[src/rtl/output_gate_seq.sv]
module output_gate_seq #(
  parameter int CW = 16,
  parameter int TW = 32,
  parameter int FW = 16
) (
  input  logic          clk,
  input  logic          rst_n,
  input  logic          tick,
  input  logic          pwr_good,
  input  logic          uv_flag,
  input  logic          link_up,
  input  logic [CW-1:0] cfg_stable_ticks,
  input  logic [CW-1:0] cfg_heavy_ticks,
  input  logic [CW-1:0] cfg_long_ticks,
  output logic          en_essential,
  output logic          en_heavy,
  output logic          safe_state,
  output logic          ev_valid,
  output logic [2:0]    ev_code,
  output logic [TW-1:0] ev_stamp,
  output logic [FW-1:0] flap_count,
  output logic [CW-1:0] dip_len
);

  typedef enum logic [2:0] {LOCKED, WAIT_LINK, STABLE_WAIT, STAGE1, ENABLED, SAFE} st_t;

  localparam logic [2:0] EV_PWR   = 3'd0;
  localparam logic [2:0] EV_LINK  = 3'd1;
  localparam logic [2:0] EV_GATE  = 3'd2;
  localparam logic [2:0] EV_FULL  = 3'd3;
  localparam logic [2:0] EV_SENT  = 3'd4;
  localparam logic [2:0] EV_SEXIT = 3'd5;
  localparam logic [2:0] EV_DIP   = 3'd6;
  localparam logic [CW-1:0] CNT_MAX = '1;

  st_t           st, st_n;
  logic [CW-1:0] cnt, cnt_n, dip_cnt, dip_cnt_n;
  logic          dipping, dipping_n, link_q;
  logic [TW-1:0] ts;
  logic          ev_n;
  logic [2:0]    code_n;
  logic [CW-1:0] stab_lim, heavy_lim;
  logic [CW:0]   cnt_inc;
  logic          pwr_ok, link_fall, stab_done, heavy_done, dip_long;

  assign pwr_ok     = pwr_good & ~uv_flag;
  assign link_fall  = link_q & ~link_up & (st != LOCKED);
  assign stab_lim   = (cfg_stable_ticks == '0) ? CW'(1) : cfg_stable_ticks;
  assign heavy_lim  = (cfg_heavy_ticks == '0) ? CW'(1) : cfg_heavy_ticks;
  assign cnt_inc    = {1'b0, cnt} + (CW+1)'(1);
  assign stab_done  = cnt_inc >= {1'b0, stab_lim};
  assign heavy_done = cnt_inc >= {1'b0, heavy_lim};
  assign dip_long   = dip_cnt >= cfg_long_ticks;

  assign en_essential = (st == STAGE1) || (st == ENABLED);
  assign en_heavy     = (st == ENABLED);
  assign safe_state   = (st == SAFE);

  always_comb begin
    st_n      = st;
    cnt_n     = cnt;
    dip_cnt_n = dip_cnt;
    dipping_n = dipping;
    ev_n      = 1'b0;
    code_n    = EV_PWR;
    case (st)
      LOCKED: begin
        cnt_n = '0;
        if (pwr_ok) begin
          st_n = WAIT_LINK; ev_n = 1'b1; code_n = EV_PWR;
        end
      end
      WAIT_LINK: begin
        cnt_n = '0;
        if (!pwr_ok) st_n = LOCKED;
        else if (link_up) begin
          st_n = STABLE_WAIT; ev_n = 1'b1; code_n = EV_LINK;
        end
      end
      STABLE_WAIT: begin
        if (!pwr_ok) st_n = LOCKED;
        else if (!link_up) st_n = WAIT_LINK;
        else if (tick) begin
          if (stab_done) begin
            st_n = STAGE1; cnt_n = '0; ev_n = 1'b1; code_n = EV_GATE;
          end else cnt_n = cnt_inc[CW-1:0];
        end
      end
      STAGE1, ENABLED: begin
        if (!pwr_ok) begin
          st_n = SAFE; ev_n = 1'b1; code_n = EV_SENT;
          dipping_n = 1'b1; cnt_n = '0;
          dip_cnt_n = tick ? CW'(1) : '0;
        end else if (st == STAGE1 && tick) begin
          if (heavy_done) begin
            st_n = ENABLED; cnt_n = '0; ev_n = 1'b1; code_n = EV_FULL;
          end else cnt_n = cnt_inc[CW-1:0];
        end
      end
      SAFE: begin
        if (!pwr_ok) begin
          cnt_n = '0;
          if (!dipping) begin
            dipping_n = 1'b1;
            dip_cnt_n = tick ? CW'(1) : '0;
          end else if (tick && dip_cnt != CNT_MAX) dip_cnt_n = dip_cnt + CW'(1);
        end else if (dipping) begin
          dipping_n = 1'b0; cnt_n = '0; ev_n = 1'b1; code_n = EV_DIP;
        end else if (dip_long) begin
          st_n = LOCKED; ev_n = 1'b1; code_n = EV_SEXIT;
        end else if (!link_up) cnt_n = '0;
        else if (tick) begin
          if (stab_done) begin
            st_n = STAGE1; cnt_n = '0; ev_n = 1'b1; code_n = EV_SEXIT;
          end else cnt_n = cnt_inc[CW-1:0];
        end
      end
      default: st_n = LOCKED;
    endcase
  end

  always_ff @(posedge clk or negedge rst_n) begin
    if (!rst_n) begin
      st         <= LOCKED;
      cnt        <= '0;
      dip_cnt    <= '0;
      dipping    <= 1'b0;
      link_q     <= 1'b0;
      ts         <= '0;
      flap_count <= '0;
      ev_valid   <= 1'b0;
      ev_code    <= '0;
      ev_stamp   <= '0;
      dip_len    <= '0;
    end else begin
      st         <= st_n;
      cnt        <= cnt_n;
      dip_cnt    <= dip_cnt_n;
      dipping    <= dipping_n;
      link_q     <= link_up;
      ts         <= ts + TW'(tick);
      flap_count <= flap_count + FW'(link_fall);
      ev_valid   <= ev_n;
      ev_code    <= code_n;
      ev_stamp   <= ts;
      if (ev_n && code_n == EV_DIP) dip_len <= dip_cnt;
    end
  end

  AST_HEAVY_NEEDS_ESS: assert property (@(posedge clk) disable iff (!rst_n)
    en_heavy |-> en_essential);
  AST_HEAVY_AFTER_ESS: assert property (@(posedge clk) disable iff (!rst_n)
    $rose(en_heavy) |-> $past(en_essential));
  AST_GATE_NEEDS_LINK: assert property (@(posedge clk) disable iff (!rst_n)
    $rose(en_essential) |-> ($past(link_up) && $past(pwr_ok)));
  AST_SAFE_NO_ENABLE: assert property (@(posedge clk) disable iff (!rst_n)
    safe_state |-> (!en_essential && !en_heavy));
  AST_LOSS_TO_SAFE: assert property (@(posedge clk) disable iff (!rst_n)
    (en_essential && !pwr_ok) |=> (safe_state && !en_essential));
  AST_FLAP_HOLDS_OUT: assert property (@(posedge clk) disable iff (!rst_n)
    (en_essential && pwr_ok && !link_up) |=> en_essential);
  AST_FLAP_ON_FALL: assert property (@(posedge clk) disable iff (!rst_n)
    (flap_count != $past(flap_count)) |-> ($past(link_up, 2) && !$past(link_up)));
  AST_EARLY_LOSS_QUIET: assert property (@(posedge clk) disable iff (!rst_n)
    (!en_essential && !safe_state && !pwr_ok) |=> !safe_state);

endmodule

[config.mk]
export PLATFORM = sky130hd
export DESIGN_NAME = output_gate_seq
export DESIGN_NICKNAME = d
export VERILOG_FILES = /design/src/rtl/output_gate_seq.sv
export SDC_FILE = /design/constraint.sdc
export NUM_CORES = 1
export LEC_CHECK = 0
export BUFFER_PORTS_ARGS = -buffer_cell sky130_fd_sc_hd__clkbuf_2
export CAP_MARGIN = 20
export CORE_MARGIN = 5
export CORE_UTILIZATION = 30
export CTS_BUF_LIST = sky130_fd_sc_hd__clkbuf_4 sky130_fd_sc_hd__clkbuf_8 sky130_fd_sc_hd__clkbuf_16
export CTS_CLUSTER_SIZE = 20
export DETAILED_ROUTE_END_ITERATION = 7
export GPL_TIMING_DRIVEN = 0
export PLACE_DENSITY = 0.5
export SLEW_MARGIN = 20
export SYNTH_ARGS = -nofsm -noshare
export SYNTH_HDL_FRONTEND = slang
export SYNTH_SLANG_ARGS = --single-unit
[constraint.sdc]
create_clock -name clk -period 3.9 [get_ports clk]
set_input_delay 0.78 -clock clk [delete_from_list [all_inputs] [get_ports clk]]
set_output_delay 0.78 -clock clk [all_outputs]
set_load 0.02 [all_outputs]
== After elaboration in Yosys (flattened, before gate mapping) ==
Cells that the tools add are included.

* Register bits: 137
* Logic and storage cells: 127

* Add/sub/neg operators: 4
* Order comparisons: 3
* Equality and inequality tests: 20
* Muxes and demuxes: 68
* Bitwise logic cells: 5
* Reduce and logical (&&, ||, !) cells: 16

{| class="wikitable"
|+ Operator list
! kind !! number
|-
| 16-bit 2-to-1 mux || 17
|-
| 16-bit one-hot mux with 4 select lines || 1
|-
| 3-bit 2-to-1 mux || 21
|-
| 17-bit by 16-bit greater-or-equal comparator with 1-bit output || 2
|-
| 32-bit by 1-bit adder with 32-bit output || 1
|-
| 16-bit logical NOT || 2
|-
| 16-bit one-hot mux with 2 select lines || 1
|-
| 1-bit 2-to-1 mux || 18
|-
| 16-bit by 1-bit adder with 17-bit output, second input constant || 1
|-
| 16-bit by 1-bit adder with 16-bit output || 1
|-
| 16-bit by 1-bit adder with 16-bit output, second input constant || 1
|-
| 16-bit greater-or-equal comparator || 1
|-
| 16-bit inequality test, second input constant || 1
|-
| 3-bit one-hot mux with 5 select lines || 1
|-
| 2-bit 2-to-1 mux || 6
|-
| 2-bit inequality test, second input constant || 6
|-
| 3-bit one-hot mux with 4 select lines || 1
|-
| 3-bit equality test, second input constant || 3
|-
| 3-bit inequality test, second input constant || 3
|-
| 7-bit AND reduction || 1
|-
| 3-bit by 2-bit equality test with 1-bit output, second input constant || 2
|-
| 3-bit by 2-bit inequality test with 1-bit output, second input constant || 2
|-
| 1-bit one-hot mux with 5 select lines || 1
|-
| 5-bit AND reduction || 1
|-
| 15 further kinds || 21
|}

== Logic depth before layout (Yosys ltp) ==
* Word-level depth: 12
* Mapped depth: 16
* Depth with buffers taken out: 15

== Worst setup path after synthesis ==
Ideal clock, no wire load.

* Kind: flip-flop to flip-flop
* Start: reg cnt[0]
* End: reg cnt[13]
* Setup time: 0.064 ns
* Arrival time: 3.405 ns
* Required time: 3.836 ns
* Path slack: 0.430 ns
* Cell stages (with the launch flop): 17
* Path buffers: 1
* Clock period less this slack: 3.470 ns
* Cells stage by stage: dfrtp_1 -> ha_1 -> and3_1 -> nand3_1 -> nor2_1 -> nand3_1 -> or2_2 -> nand2b_1 -> ha_1 -> o211ai_1 -> a21oi_1 -> or3_1 -> a221oi_2 -> a22oi_2 -> buf_6 -> a2111oi_2 -> a21o_1

* Word-level cells in the longest chain between the ends: 9
* Elaborated cells between the ends (all ways): 15

{| class="wikitable"
|+ Ends and longest elaborated chain
! item !! RTL line !! RTL
|-
| start, declared || 37 || <nowiki>logic [CW-1:0] cnt, cnt_n, dip_cnt, dip_cnt_n;</nowiki>
|-
| start signal, assigned || 137 || <nowiki>cnt <= cnt_n;</nowiki>
|-
| 16-bit by 1-bit adder with 17-bit output * || 50 || <nowiki>assign cnt_inc = {1'b0, cnt} + (CW+1)'(1);</nowiki>
|-
| 17-bit by 16-bit greater-or-equal comparator with 1-bit output || 51 || <nowiki>assign stab_done = cnt_inc >= {1'b0, stab_lim};</nowiki>
|-
| 16-bit 2-to-1 mux || 84, 113 ||
|-
| 16-bit 2-to-1 mux || 112 || <nowiki>else if (tick) begin</nowiki>
|-
| 16-bit 2-to-1 mux || 111 || <nowiki>end else if (!link_up) cnt_n = '0;</nowiki>
|-
| 16-bit 2-to-1 mux || 109 || <nowiki>end else if (dip_long) begin</nowiki>
|-
| 16-bit 2-to-1 mux || 107 || <nowiki>end else if (dipping) begin</nowiki>
|-
| 16-bit 2-to-1 mux || 101 || <nowiki>if (!pwr_ok) begin</nowiki>
|-
| 16-bit one-hot mux with 4 select lines * || 66 || <nowiki>case (st)</nowiki>
|}

Every way passes the cells marked *; elsewhere a longest branch is shown, timed or not. The select of a mux whose other input is x is not followed.
A chain may end at the register's enable or synchronous reset.

== Worst setup path after layout ==
* Start: reg cnt[1]
* End: reg cnt[6]

The elaborated chain is that of the path after synthesis.

==> run_results.csv <==
group,metric,value,unit
synthesis,yosysUniqueCellTypes,74,
clocking,clock_latency,420,ps
timing,hold_violations,0,
power_and_ir_drop,finalPower,4.13,mW
clocking,clk_pin_slew_worst_paths,60,ps
finish,instances_no_fill,1206,
floorplan,ios,125,
drt,wire_per_inst,15.1,um
placement,portBuffers,124,
power_and_ir_drop,p_per_area,444,nW/um^2
clocking,cts_sinks,137,
worst_setup_path,critPathMaxFanout,6,
timing,period_share,95.8,%
drt,viasPerCell,4.81,
worst_setup_path,r2r-start,"cnt[1]$_DFFE_PN0P_",
worst_setup_path,crit_type,"flip-flop to flip-flop",
finish,final_core_util,38.1,%
floorplan,die_area,28100,sq um
power_and_ir_drop,p_leak,4.74,nW
global_route,grt_overflow,0,
timing,fmax,268,MHz
timing,skew,8.89,ps
floorplan,start_util,30.5,%
clocking,cts-root-buf,"clkbuf_16",
floorplan,placementRows,57,
floorplan,fp.dieH,168,um
finish,finalInstanceArea,9280,sq um
worst_setup_path,crit_arrival,4030,ps
power_and_ir_drop,irDropWorstVdd,0.232,mV
global_route,track_usage,12.9,%
global_route,grt_max_degree,85,
floorplan,fp.coreArea,24400,sq um
placement,place_inst,1166,
synthesis,synth_common_cells,"137 x dfrtp_1, 63 x nand2_1, 59 x inv_1",
worst_setup_path,worst-r2r-setup-slack,160,ps
finish,final_nets,977,
synthesis,synth_fp_nets,825,
placement,placed_area,8510,sq um
timing,period_needed,3740,ps
placement,dp_hpwl,13600,um
synthesis,syn-instance-count,717,
synthesis,yosysMostFrequentCell,"dfrtp_1",
synthesis,synth-edff-count,0,
timing,fin_setup_tns,0,ps
drt,wl,18200,um
synthesis,yosys.area.top_type,"dfrtp_1",
global_route,antenna_found_initial,0,
global_route,grt_pass1_vias,5812,
drt,via_count,5802,
synthesis,seq_area_frac_synth,46.0,%
placement,globalplace.congestion,0.803,
worst_setup_path,startpoint_type,"flip-flop",
drt,drtAntennaViolNets,0,
timing,holdWs,327,ps
timing,setup_viol,0,
synthesis,synth-seq-cells,137,
global_route,grt_pass1_wl,29900,um
floorplan,die_w,168,um
synthesis,synth_top_area_share,46.0,%
synthesis,synth_ff_type,"dfrtp_1",
clocking,cts_made_buffers,17,
flow_run,cap_violations,0,
timing,finalWorstSetupSlack,163,ps
synthesis,syn_avg_cell_area,10.4,sq um
synthesis,async_reset_ff_share,100,%
synthesis,synth_warnings,0,
clocking,cts_max_path_buffers,2,
worst_setup_path,reg2reg_to,"cnt[6]$_DFFE_PN0P_",
synthesis,synthTopCellsByArea,"dfrtp_1 46%, ha_1 9.1%, xnor2_1 4.8%",
clocking,cts_hold_buf,0,
finish,area_growth_syn_to_layout,24.6,%
timing,slew_headroom,53.7,%
finish,n_antenna_cell,0,
synthesis,netlist_area,7450,sq um
clocking,h-tree-depth,4,
drt,drtIter0Drc,273,
finish,drive_gt1_share,27.1,%
min_path,hold_path_class,"primary input to async pin",
clocking,cts_tree,"yes",
timing,worstMarginPinSlew,688,ps
worst_setup_path,reg2regPathDepth,17,
drt,first_pass_iters,4,
timing,finalMaxSlewViolations,0,
worst_setup_path,critPathRequiredTime,4190,ps
worst_setup_path,end_kind,"flip-flop",
status,status,"finished clean",
drt,drc,0,
placement,place_ws,-447,ps
## layout by cell type, fill, tap and decap left out, drive strengths merged, types with 11 or more instances in the layout
master,netlist,routed
nor2,40,40
o21ai,21,21
nand4,24,24
ha,54,54
and3,17,17
clkbuf,6,147
nor4,12,12
a21o,12,12
nand3,28,28
nand2,63,63
dfrtp,137,137
xor2,16,16
xnor2,41,41
nor3,11,11
and2,11,11
inv,61,71
mux2,17,17
a21oi,27,27
buf,12,21
## registers in the layout (all words and copies together), names as in the netlist
| register | count |
|---|---|
| cnt | 16 |
| dip_cnt | 16 |
| dip_len | 16 |
| dipping | 1 |
| ev_code | 3 |
| ev_stamp | 32 |
| ev_valid | 1 |
| flap_count | 16 |
| link_q | 1 |
| st | 3 |
| ts | 32 |
## worst max-delay path, cell delays in order, from the launching register on
cell	delay [ps]
dfrtp_1	420
ha_4	190
and3_2	230
nand3_4	130
nor2_4	140
buf_4	120
nand2_1	60
or2_2	300
nand2_2	100
ha_1	150
nand3_1	170
nor4_4	390
a211oi_2	170
a22oi_2	370
buf_4	190
nor3_4	40
buf_6	150
a221o_1	290
## layout make-up
class	count	area (sq um)
Tap cell	324	405
Sequential cell	137	3430
Multi-Input combinational cell	501	3780
Buffer	18	114
Fill cell	2462	15100
Clock buffer	17	425
Clock inverter	15	174
Inverter	61	229
Timing Repair Buffer	133	724
## per-layer routing
layer	part of all wire, %	global-route usage, %	vias to the layer above
li1	-	-	2877
met1	49	17.8	2794
met2	45	20.4	120
met3	4.8	3.04	11
met4	1.0	3.92	0
met5	0	0	-
## worst max path at each step
stage,startpoint,slack (ps),endpoint,depth (start not counted)
2_1_floorplan,cnt[0]$_DFFE_PN0P_,430,cnt[13]$_DFFE_PN0P_,16
4_1_cts,cnt[0]$_DFFE_PN0P_,40,cnt[14]$_DFFE_PN0P_,16
5_1_grt,cnt[1]$_DFFE_PN0P_,-4,cnt[11]$_DFFE_PN0P_,17
3_5_place_dp,cnt[0]$_DFFE_PN0P_,-450,ev_valid$_DFF_PN0_,15
6_report,cnt[1]$_DFFE_PN0P_,160,cnt[6]$_DFFE_PN0P_,17
3_3_place_gp,rst_n,-460,cnt[10]$_DFFE_PN0P_,1
## kinds of logic (layout without fill, tap and decap cells)
| logic type | after synthesis | in the layout | synth area share [%] |
|---|---|---|---|
| xor gates and xnor gates | 57 | 57 | 6.70 |
| AOI/OAI and AO/OA | 129 | 129 | 13.8 |
| buffers and inverters | 79 | 244 | 4.60 |
| and+or+nand+nor | 244 | 244 | 17.3 |
| DFF | 137 | 137 | 46.0 |
| adders and majority gates | 54 | 54 | 9.07 |
| muxes | 17 | 17 | 2.57 |
## power breakdown
group / total (mW) / switching [mW] / internal (mW) / leakage (nW)
clock network: 1.63 / 0.708 / 0.918 / 0.297
logic: 0.807 / 0.504 / 0.304 / 2.60
registers: 1.69 / 0.128 / 1.57 / 1.84
total: 4.13 / 1.34 / 2.79 / 4.74
## what timing repair did
item | in CTS | in global routing
cloned | 0 | 1
setup buffers | 2 | 5
pin swaps | 3 | 6
gates resized for setup | 9 | 14
endpoints found under the setup margin | 23 | 19
No activity file was read; power rests on OpenSTA's default activity.
